===== config.mk =====
export PLATFORM = sky130hd
export DESIGN_NAME = osc_pll_ctrl
export DESIGN_NICKNAME = d
export VERILOG_FILES = /design/src/rtl/osc_pll_pkg.sv /design/src/rtl/osc_pll_regs.sv /design/src/rtl/osc_settle.sv /design/src/rtl/osc_pll_freq.sv /design/src/rtl/osc_pll_ctrl.sv
export SDC_FILE = /design/constraint.sdc
export NUM_CORES = 1
export LEC_CHECK = 0
export ABC_AREA = 0
export BUFFER_PORTS_ARGS = -buffer_cell sky130_fd_sc_hd__buf_2
export CORE_MARGIN = 1
export CORE_UTILIZATION = 55
export CTS_BUF_LIST = sky130_fd_sc_hd__clkbuf_16
export DETAILED_ROUTE_END_ITERATION = 8
export HOLD_SLACK_MARGIN = 0.15
export PLACE_DENSITY = 0.77
export SYNTH_ARGS = -nofsm -noshare
export SYNTH_HDL_FRONTEND = slang
export SYNTH_SLANG_ARGS = --single-unit

===== constraint.sdc =====
create_clock -name clk -period 17.5 [get_ports clk]
set_clock_uncertainty 0.05 [all_clocks]
set_input_delay 0 -clock clk [delete_from_list [all_inputs] [get_ports clk]]
set_output_delay 0 -clock clk [all_outputs]
set_load 0.02 [all_outputs]

===== src/rtl/osc_pll_pkg.sv =====
`timescale 1ns/1ps
package osc_pll_pkg;
  // register offsets (byte addresses)
  localparam int unsigned OFS_XTAL = 32'h0C;
  localparam int unsigned OFS_PLL  = 32'h10;
  localparam int unsigned OFS_FREQ = 32'h14;

  // crystal control bit positions
  localparam int XB_MX_OVER = 0;
  localparam int XB_MX_EN   = 1;
  localparam int XB_MX_RDY  = 2;
  localparam int XB_SX_DIS  = 19;
  localparam int XB_TIMER   = 20;

  // PLL control bit positions
  localparam int PB_P1_OVER = 0;
  localparam int PB_P1_EN   = 1;
  localparam int PB_P1_RDY  = 2;
  localparam int PB_P2_EN   = 28;
  localparam int PB_TIMER   = 29;

  // frequency field positions
  localparam int FB_D1_LO = 0;
  localparam int FB_M1_LO = 8;
  localparam int FB_M2_LO = 24;
  localparam int MUL_W    = 6;
  localparam int DIV_W    = 3;

  // source indices
  localparam int SRC_MX  = 0;
  localparam int SRC_SX  = 1;
  localparam int SRC_P1  = 2;
  localparam int SRC_P2  = 3;
  localparam int NUM_SRC = 4;

  typedef struct packed {
    logic             mx_over;
    logic             mx_en;
    logic             sx_dis;
    logic             xt_timer;
    logic             p1_over;
    logic             p1_en;
    logic             p2_en;
    logic             pl_timer;
    logic [MUL_W-1:0] m1;
    logic [DIV_W-1:0] d1;
    logic [MUL_W-1:0] m2;
  } ctrl_t;

  localparam ctrl_t CTRL_RESET = '{
    mx_over: 1'b0, mx_en: 1'b1, sx_dis: 1'b0, xt_timer: 1'b1,
    p1_over: 1'b0, p1_en: 1'b0, p2_en: 1'b0, pl_timer: 1'b1,
    m1: '0, d1: '0, m2: '0
  };
endpackage


===== src/rtl/osc_pll_regs.sv =====
`timescale 1ns/1ps
module osc_pll_regs
  import osc_pll_pkg::*;
#(
  parameter int ADDR_W = 8
) (
  input  logic              clk,
  input  logic              rst_n,
  input  logic [ADDR_W-1:0] bus_addr,
  input  logic              bus_we,
  input  logic [31:0]       bus_wdata,
  input  logic              reboot_req,
  output ctrl_t             ctrl
);
  logic wr_xtal, wr_pll, wr_freq;
  logic unused_wbits;

  assign wr_xtal = bus_we && (bus_addr == ADDR_W'(OFS_XTAL));
  assign wr_pll  = bus_we && (bus_addr == ADDR_W'(OFS_PLL));
  assign wr_freq = bus_we && (bus_addr == ADDR_W'(OFS_FREQ));
  assign unused_wbits = ^{bus_wdata[31:30], bus_wdata[23:21],
                          bus_wdata[18:14], bus_wdata[7:3]};

  always_ff @(posedge clk or negedge rst_n) begin
    if (!rst_n) begin
      ctrl <= CTRL_RESET;
    end else begin
      if (wr_xtal) begin
        ctrl.mx_over  <= bus_wdata[XB_MX_OVER];
        ctrl.mx_en    <= bus_wdata[XB_MX_EN];
        ctrl.sx_dis   <= bus_wdata[XB_SX_DIS];
        ctrl.xt_timer <= bus_wdata[XB_TIMER];
      end
      if (wr_pll) begin
        ctrl.p1_over  <= bus_wdata[PB_P1_OVER];
        ctrl.p1_en    <= bus_wdata[PB_P1_EN];
        ctrl.p2_en    <= bus_wdata[PB_P2_EN];
        ctrl.pl_timer <= bus_wdata[PB_TIMER];
      end
      if (wr_freq) begin
        ctrl.m1 <= bus_wdata[FB_M1_LO +: MUL_W];
        ctrl.d1 <= bus_wdata[FB_D1_LO +: DIV_W];
        ctrl.m2 <= bus_wdata[FB_M2_LO +: MUL_W];
      end
      // reboot wins over a same-edge software write
      if (reboot_req) begin
        ctrl.mx_over <= 1'b0;
        ctrl.mx_en   <= 1'b1;
      end
    end
  end
endmodule


===== src/rtl/osc_settle.sv =====
`timescale 1ns/1ps
module osc_settle #(
  parameter int CNT_W = 8
) (
  input  logic             clk,
  input  logic             rst_n,
  input  logic             en,
  input  logic             timer_on,
  input  logic [CNT_W-1:0] settle_cycles,
  output logic             ready
);
  logic [CNT_W-1:0] cnt;
  logic [CNT_W:0]   cnt_nxt;
  logic             done;

  assign cnt_nxt = {1'b0, cnt} + 1'b1;
  assign done    = !timer_on || (cnt_nxt >= {1'b0, settle_cycles});

  always_ff @(posedge clk or negedge rst_n) begin
    if (!rst_n) begin
      cnt   <= '0;
      ready <= 1'b0;
    end else if (!en) begin
      cnt   <= '0;
      ready <= 1'b0;
    end else if (!ready) begin
      if (done) ready <= 1'b1;
      if (!cnt_nxt[CNT_W]) cnt <= cnt_nxt[CNT_W-1:0];
    end
  end
endmodule


===== src/rtl/osc_pll_freq.sv =====
`timescale 1ns/1ps
module osc_pll_freq
  import osc_pll_pkg::*;
#(
  parameter int REF_W = 12
) (
  input  logic [REF_W-1:0] ref_code,
  input  logic [MUL_W-1:0] m1,
  input  logic [DIV_W-1:0] d1,
  input  logic [MUL_W-1:0] m2,
  output logic [REF_W+6:0] pll1_freq,
  output logic [REF_W+6:0] pll2_freq
);
  localparam int FW = REF_W + 7;

  logic [FW-1:0] mul1, mul2, prod1;

  assign mul1      = FW'(m1) + FW'(2);
  assign mul2      = FW'(m2) + FW'(2);
  assign prod1     = FW'(ref_code) * mul1;
  assign pll1_freq = prod1 >> d1;
  assign pll2_freq = FW'(ref_code) * mul2;
endmodule


===== src/rtl/osc_pll_ctrl.sv =====
`timescale 1ns/1ps
module osc_pll_ctrl
  import osc_pll_pkg::*;
#(
  parameter int ADDR_W = 8,
  parameter int CNT_W  = 8,
  parameter int REF_W  = 12
) (
  input  logic              clk,
  input  logic              rst_n,
  input  logic [ADDR_W-1:0] bus_addr,
  input  logic              bus_we,
  input  logic [31:0]       bus_wdata,
  output logic [31:0]       bus_rdata,
  input  logic              reboot_req,
  input  logic [CNT_W-1:0]  settle_cycles,
  input  logic [REF_W-1:0]  ref_code,
  output logic [3:0]        src_on,
  output logic [3:0]        src_ready,
  output logic [REF_W+6:0]  pll1_freq,
  output logic [REF_W+6:0]  pll2_freq
);
  ctrl_t              ctrl;
  logic [NUM_SRC-1:0] timer_sel;

  osc_pll_regs #(.ADDR_W(ADDR_W)) u_regs (
    .clk(clk), .rst_n(rst_n), .bus_addr(bus_addr), .bus_we(bus_we),
    .bus_wdata(bus_wdata), .reboot_req(reboot_req), .ctrl(ctrl)
  );

  // hardware-owned sources run until the override hands them to software
  assign src_on[SRC_MX] = ctrl.mx_over ? ctrl.mx_en : 1'b1;
  assign src_on[SRC_SX] = !ctrl.sx_dis;
  assign src_on[SRC_P1] = ctrl.p1_over ? ctrl.p1_en : 1'b1;
  assign src_on[SRC_P2] = ctrl.p2_en;

  generate
    for (genvar i = 0; i < NUM_SRC; i++) begin : g_src
      if (i == SRC_MX || i == SRC_SX) begin : g_xt
        assign timer_sel[i] = ctrl.xt_timer;
      end else begin : g_pl
        assign timer_sel[i] = ctrl.pl_timer;
      end
      osc_settle #(.CNT_W(CNT_W)) u_settle (
        .clk(clk), .rst_n(rst_n), .en(src_on[i]), .timer_on(timer_sel[i]),
        .settle_cycles(settle_cycles), .ready(src_ready[i])
      );
    end
  endgenerate

  osc_pll_freq #(.REF_W(REF_W)) u_freq (
    .ref_code(ref_code), .m1(ctrl.m1), .d1(ctrl.d1), .m2(ctrl.m2),
    .pll1_freq(pll1_freq), .pll2_freq(pll2_freq)
  );

  always_comb begin
    bus_rdata = '0;
    if (bus_addr == ADDR_W'(OFS_XTAL)) begin
      bus_rdata[XB_MX_OVER] = ctrl.mx_over;
      bus_rdata[XB_MX_EN]   = ctrl.mx_en;
      bus_rdata[XB_MX_RDY]  = src_ready[SRC_MX];
      bus_rdata[XB_SX_DIS]  = ctrl.sx_dis;
      bus_rdata[XB_TIMER]   = ctrl.xt_timer;
    end else if (bus_addr == ADDR_W'(OFS_PLL)) begin
      bus_rdata[PB_P1_OVER] = ctrl.p1_over;
      bus_rdata[PB_P1_EN]   = ctrl.p1_en;
      bus_rdata[PB_P1_RDY]  = src_ready[SRC_P1];
      bus_rdata[PB_P2_EN]   = ctrl.p2_en;
      bus_rdata[PB_TIMER]   = ctrl.pl_timer;
    end else if (bus_addr == ADDR_W'(OFS_FREQ)) begin
      bus_rdata[FB_M1_LO +: MUL_W] = ctrl.m1;
      bus_rdata[FB_D1_LO +: DIV_W] = ctrl.d1;
      bus_rdata[FB_M2_LO +: MUL_W] = ctrl.m2;
    end
  end
endmodule


==> flow_metrics.tcl <==
set metrics [dict create \
    cp.arrival_ns 7.21 \
    most-common-layout-cells "inv_1 (137), ha_1 (112), buf_2 (111)" \
    dpl.hpwl_mm 16.2 \
    cts.sinks 59 \
    slowest_delay_ns 0.78 \
    synth-main-ff-cell "dfrtp_1" \
    grt_max_degree 60 \
    grt_pass1_vias 7948 \
    seq_area_frac_synth_pct 14.9 \
    portBuffers 111 \
    numCtsBuffers 9 \
    synth_top_family_by_area "adder cells" \
    grt_pass1_wl_mm 36.4 \
    finalSetupViolations 0 \
    final_common_cell "inv_1" \
    netlist_area_um2 9930 \
    p_leak_nw 5.97 \
    antennaDiodeCount 0 \
    wire_per_inst_um 14.7 \
    clk_pin_slew_ns 0.05 \
    ys_ff_latch 59 \
    ir_worst_vdd_mv 0.0627 \
    areaGrowthSynthToFinish_pct 11.0 \
    status "finished, final reports clean" \
    drt_iter0_markers 455 \
    fmaxAchievable_ghz 0.138 \
    num_vias 7913 \
    die_w_um 136 \
    cpMostUsedCell "fa_1" \
    netlist_instances 1131 \
    worst_pin_slew_ns 0.979 \
    synth_cell_types 59 \
    io_pins 142 \
    yosysTopAreaCellShare_pct 19.8 \
    start_kind "register" \
    finalSetupTns_ns 0 \
    hold_ws_ns 0.189 \
    layout-drive-gt1-share_pct 13.9 \
    drc 0 \
    cp_slowest_cell "dfrtp_1" \
    cp_top_family "adder cells" \
    grtUsageTotal_pct 24.5 \
    drtPass1Iterations 5 \
    synth_xor_area_share_pct 7.32 \
    cts_buffer_depth 2 \
    synthSimpleGateAreaFrac_pct 19.5 \
    drv_cap 0 \
    cts_tree "built" \
    nets 1499 \
    routabilityCongestion 0.827 \
    end_kind "primary output" \
    power_density_nw_per_um2 59.7 \
    die_h_um 136 \
    async_flop_share_pct 100 \
    grt-ovfl-total 0 \
    hold_class "in -> reg" \
    coreArea_um2 17500 \
    rows 48 \
    die_area_um2 18600 \
    fin_ws_ns 10.24 \
    crit_buf_inv 4 \
    fin_crit_sh_pct 41.5 \
    viasPerCell 5.44 \
    synth-compound-area-share_pct 9.58 \
    cts_root_buf "clkbuf_16" \
    synth_edf_count 0 \
    crit_required_ns 17.45 \
    criticalPathCategory "reg -> out" \
    worst-path-max-fanout 16 \
    ctsResizeCount 0 \
    synth_top_area_cell "fa_1" \
    synth_fa_ha_area_share_pct 33.9 \
    start_util_pct 56.8 \
    h-tree-depth 3 \
    routed_wl_mm 21.4 \
    synthMuxAreaShare_pct 6.11 \
    antenna_found_initial 0 \
    ys_warn_count 0 \
    finalPower_mw 0.658 \
    report.final.slew_viol_count 0 \
    hold_viol_final 0 \
    clk_latency_ns 0.33 \
    place_ws_ns 10.54 \
    rsz0062_at_grt "no" \
    slew_headroom_pct 34.5 \
    synthTopCellsByArea "fa_1 (20%), dfrtp_1 (14%), ha_1 (14%)" \
    syn_area_per_cell_um2 8.78 \
    cp_cell_sequence "ha_1 -> nand3_1 -> xnor2_1 -> nand2_1 -> fa_1 -> fa_1 -> inv_1 -> fa_1 -> inv_1 -> fa_1 -> inv_1 -> ha_1 -> a21oi_1 -> o211ai_2 -> a311o_1 -> a31o_2 -> xor2_1 -> mux4_2 -> mux2_4 -> buf_2" \
    fin_crit_ns 7.26 \
    ant_nets 0 \
]
[worst paths after layout]
check	slack [ns]	depth (start not counted)	end	start
setup / recovery	10.24	20	pll1_freq[11]	u_regs.ctrl[10]
hold / removal	0.19	3	u_regs.ctrl[18]	bus_we
setup reg to reg	14.96	10	g_src[1].u_settle.ready	g_src[1].u_settle.cnt[0]
hold reg to reg	0.48	1	u_regs.ctrl[18]	u_regs.ctrl[18]
max in group asynchronous	16.56	3	g_src[3].u_settle.cnt[0]	rst_n
min in group asynchronous	0.32	3	g_src[1].u_settle.cnt[5]	rst_n
[kinds of logic after synthesis]
logic type | Yosys count
simple gates | 380
fa+ha+maj | 210
buf+inv | 206
compound gates | 141
xor+xnor | 83
flops | 59
mux | 51
other cells | 1
[flip-flops by register name, summed over array words and instances (netlist names)]
signal / cells
u_regs.ctrl: 23
g_src.u_settle.cnt: 32
g_src.u_settle.ready: 4
[timing repair]
item | CTS | global route
endpoints found under the hold margin | 79 | 0
buffers inserted | 0 | 0
hold buffers | 24 | 0
[power breakdown]
part	switching (mW)	internal [mW]
clock	0.0627	0.108
sequential	0.0138	0.146
combinational	0.191	0.137
[metrics by stage]
stage / area (µm²) / utilization [%] / instances
floorplan: 9980 / - / 1145
global placement: 10500 / 60.0 / 1415
detailed placement: 10500 / 60.0 / 1415
global route: 11000 / 63.0 / 1455
CTS: 11000 / 63.0 / 1455
finish: 11000 / 63.0 / 1455
[layer usage]
layer | vias up | global-route usage (%) | part of all wire, %
met4 | 0 | 8.58 | 2.4
li1 | 3856 | - | -
met5 | - | 0 | 0
met2 | 164 | 43.0 | 51
met3 | 35 | 2.31 | 3.4
met1 | 3858 | 31.4 | 43
[synthesized netlist by cell type, types with 25 or more instances]
cell,count
a21oi_1,39
and2_1,101
and3_1,25
clkbuf_1,43
dfrtp_1,56
fa_1,98
ha_1,112
inv_1,136
mux2_2,30
nand2_1,108
nor2_1,58
xnor2_1,44
xor2_1,39
[cell type report]
cell class / instances / area, µm²
clock buffer: 9 / 225
clock inverter: 7 / 60.1
fill: 1486 / 6460
inverter: 137 / 514
multi-input combinational: 880 / 7640
sequential: 59 / 1480
tap: 225 / 282
timing repair buffer: 138 / 818
[worst reg2reg max path: cells and delay by family (launching register included)]
family	cells	cell delay, ns
AND/OR/NAND/NOR	1	0.14
AO/OA/AOI/OAI	7	1.10
flip-flops	1	0.43
adder cells (fa/ha/maj)	2	0.64
Note: power is estimated with default switching activity, not from simulation.
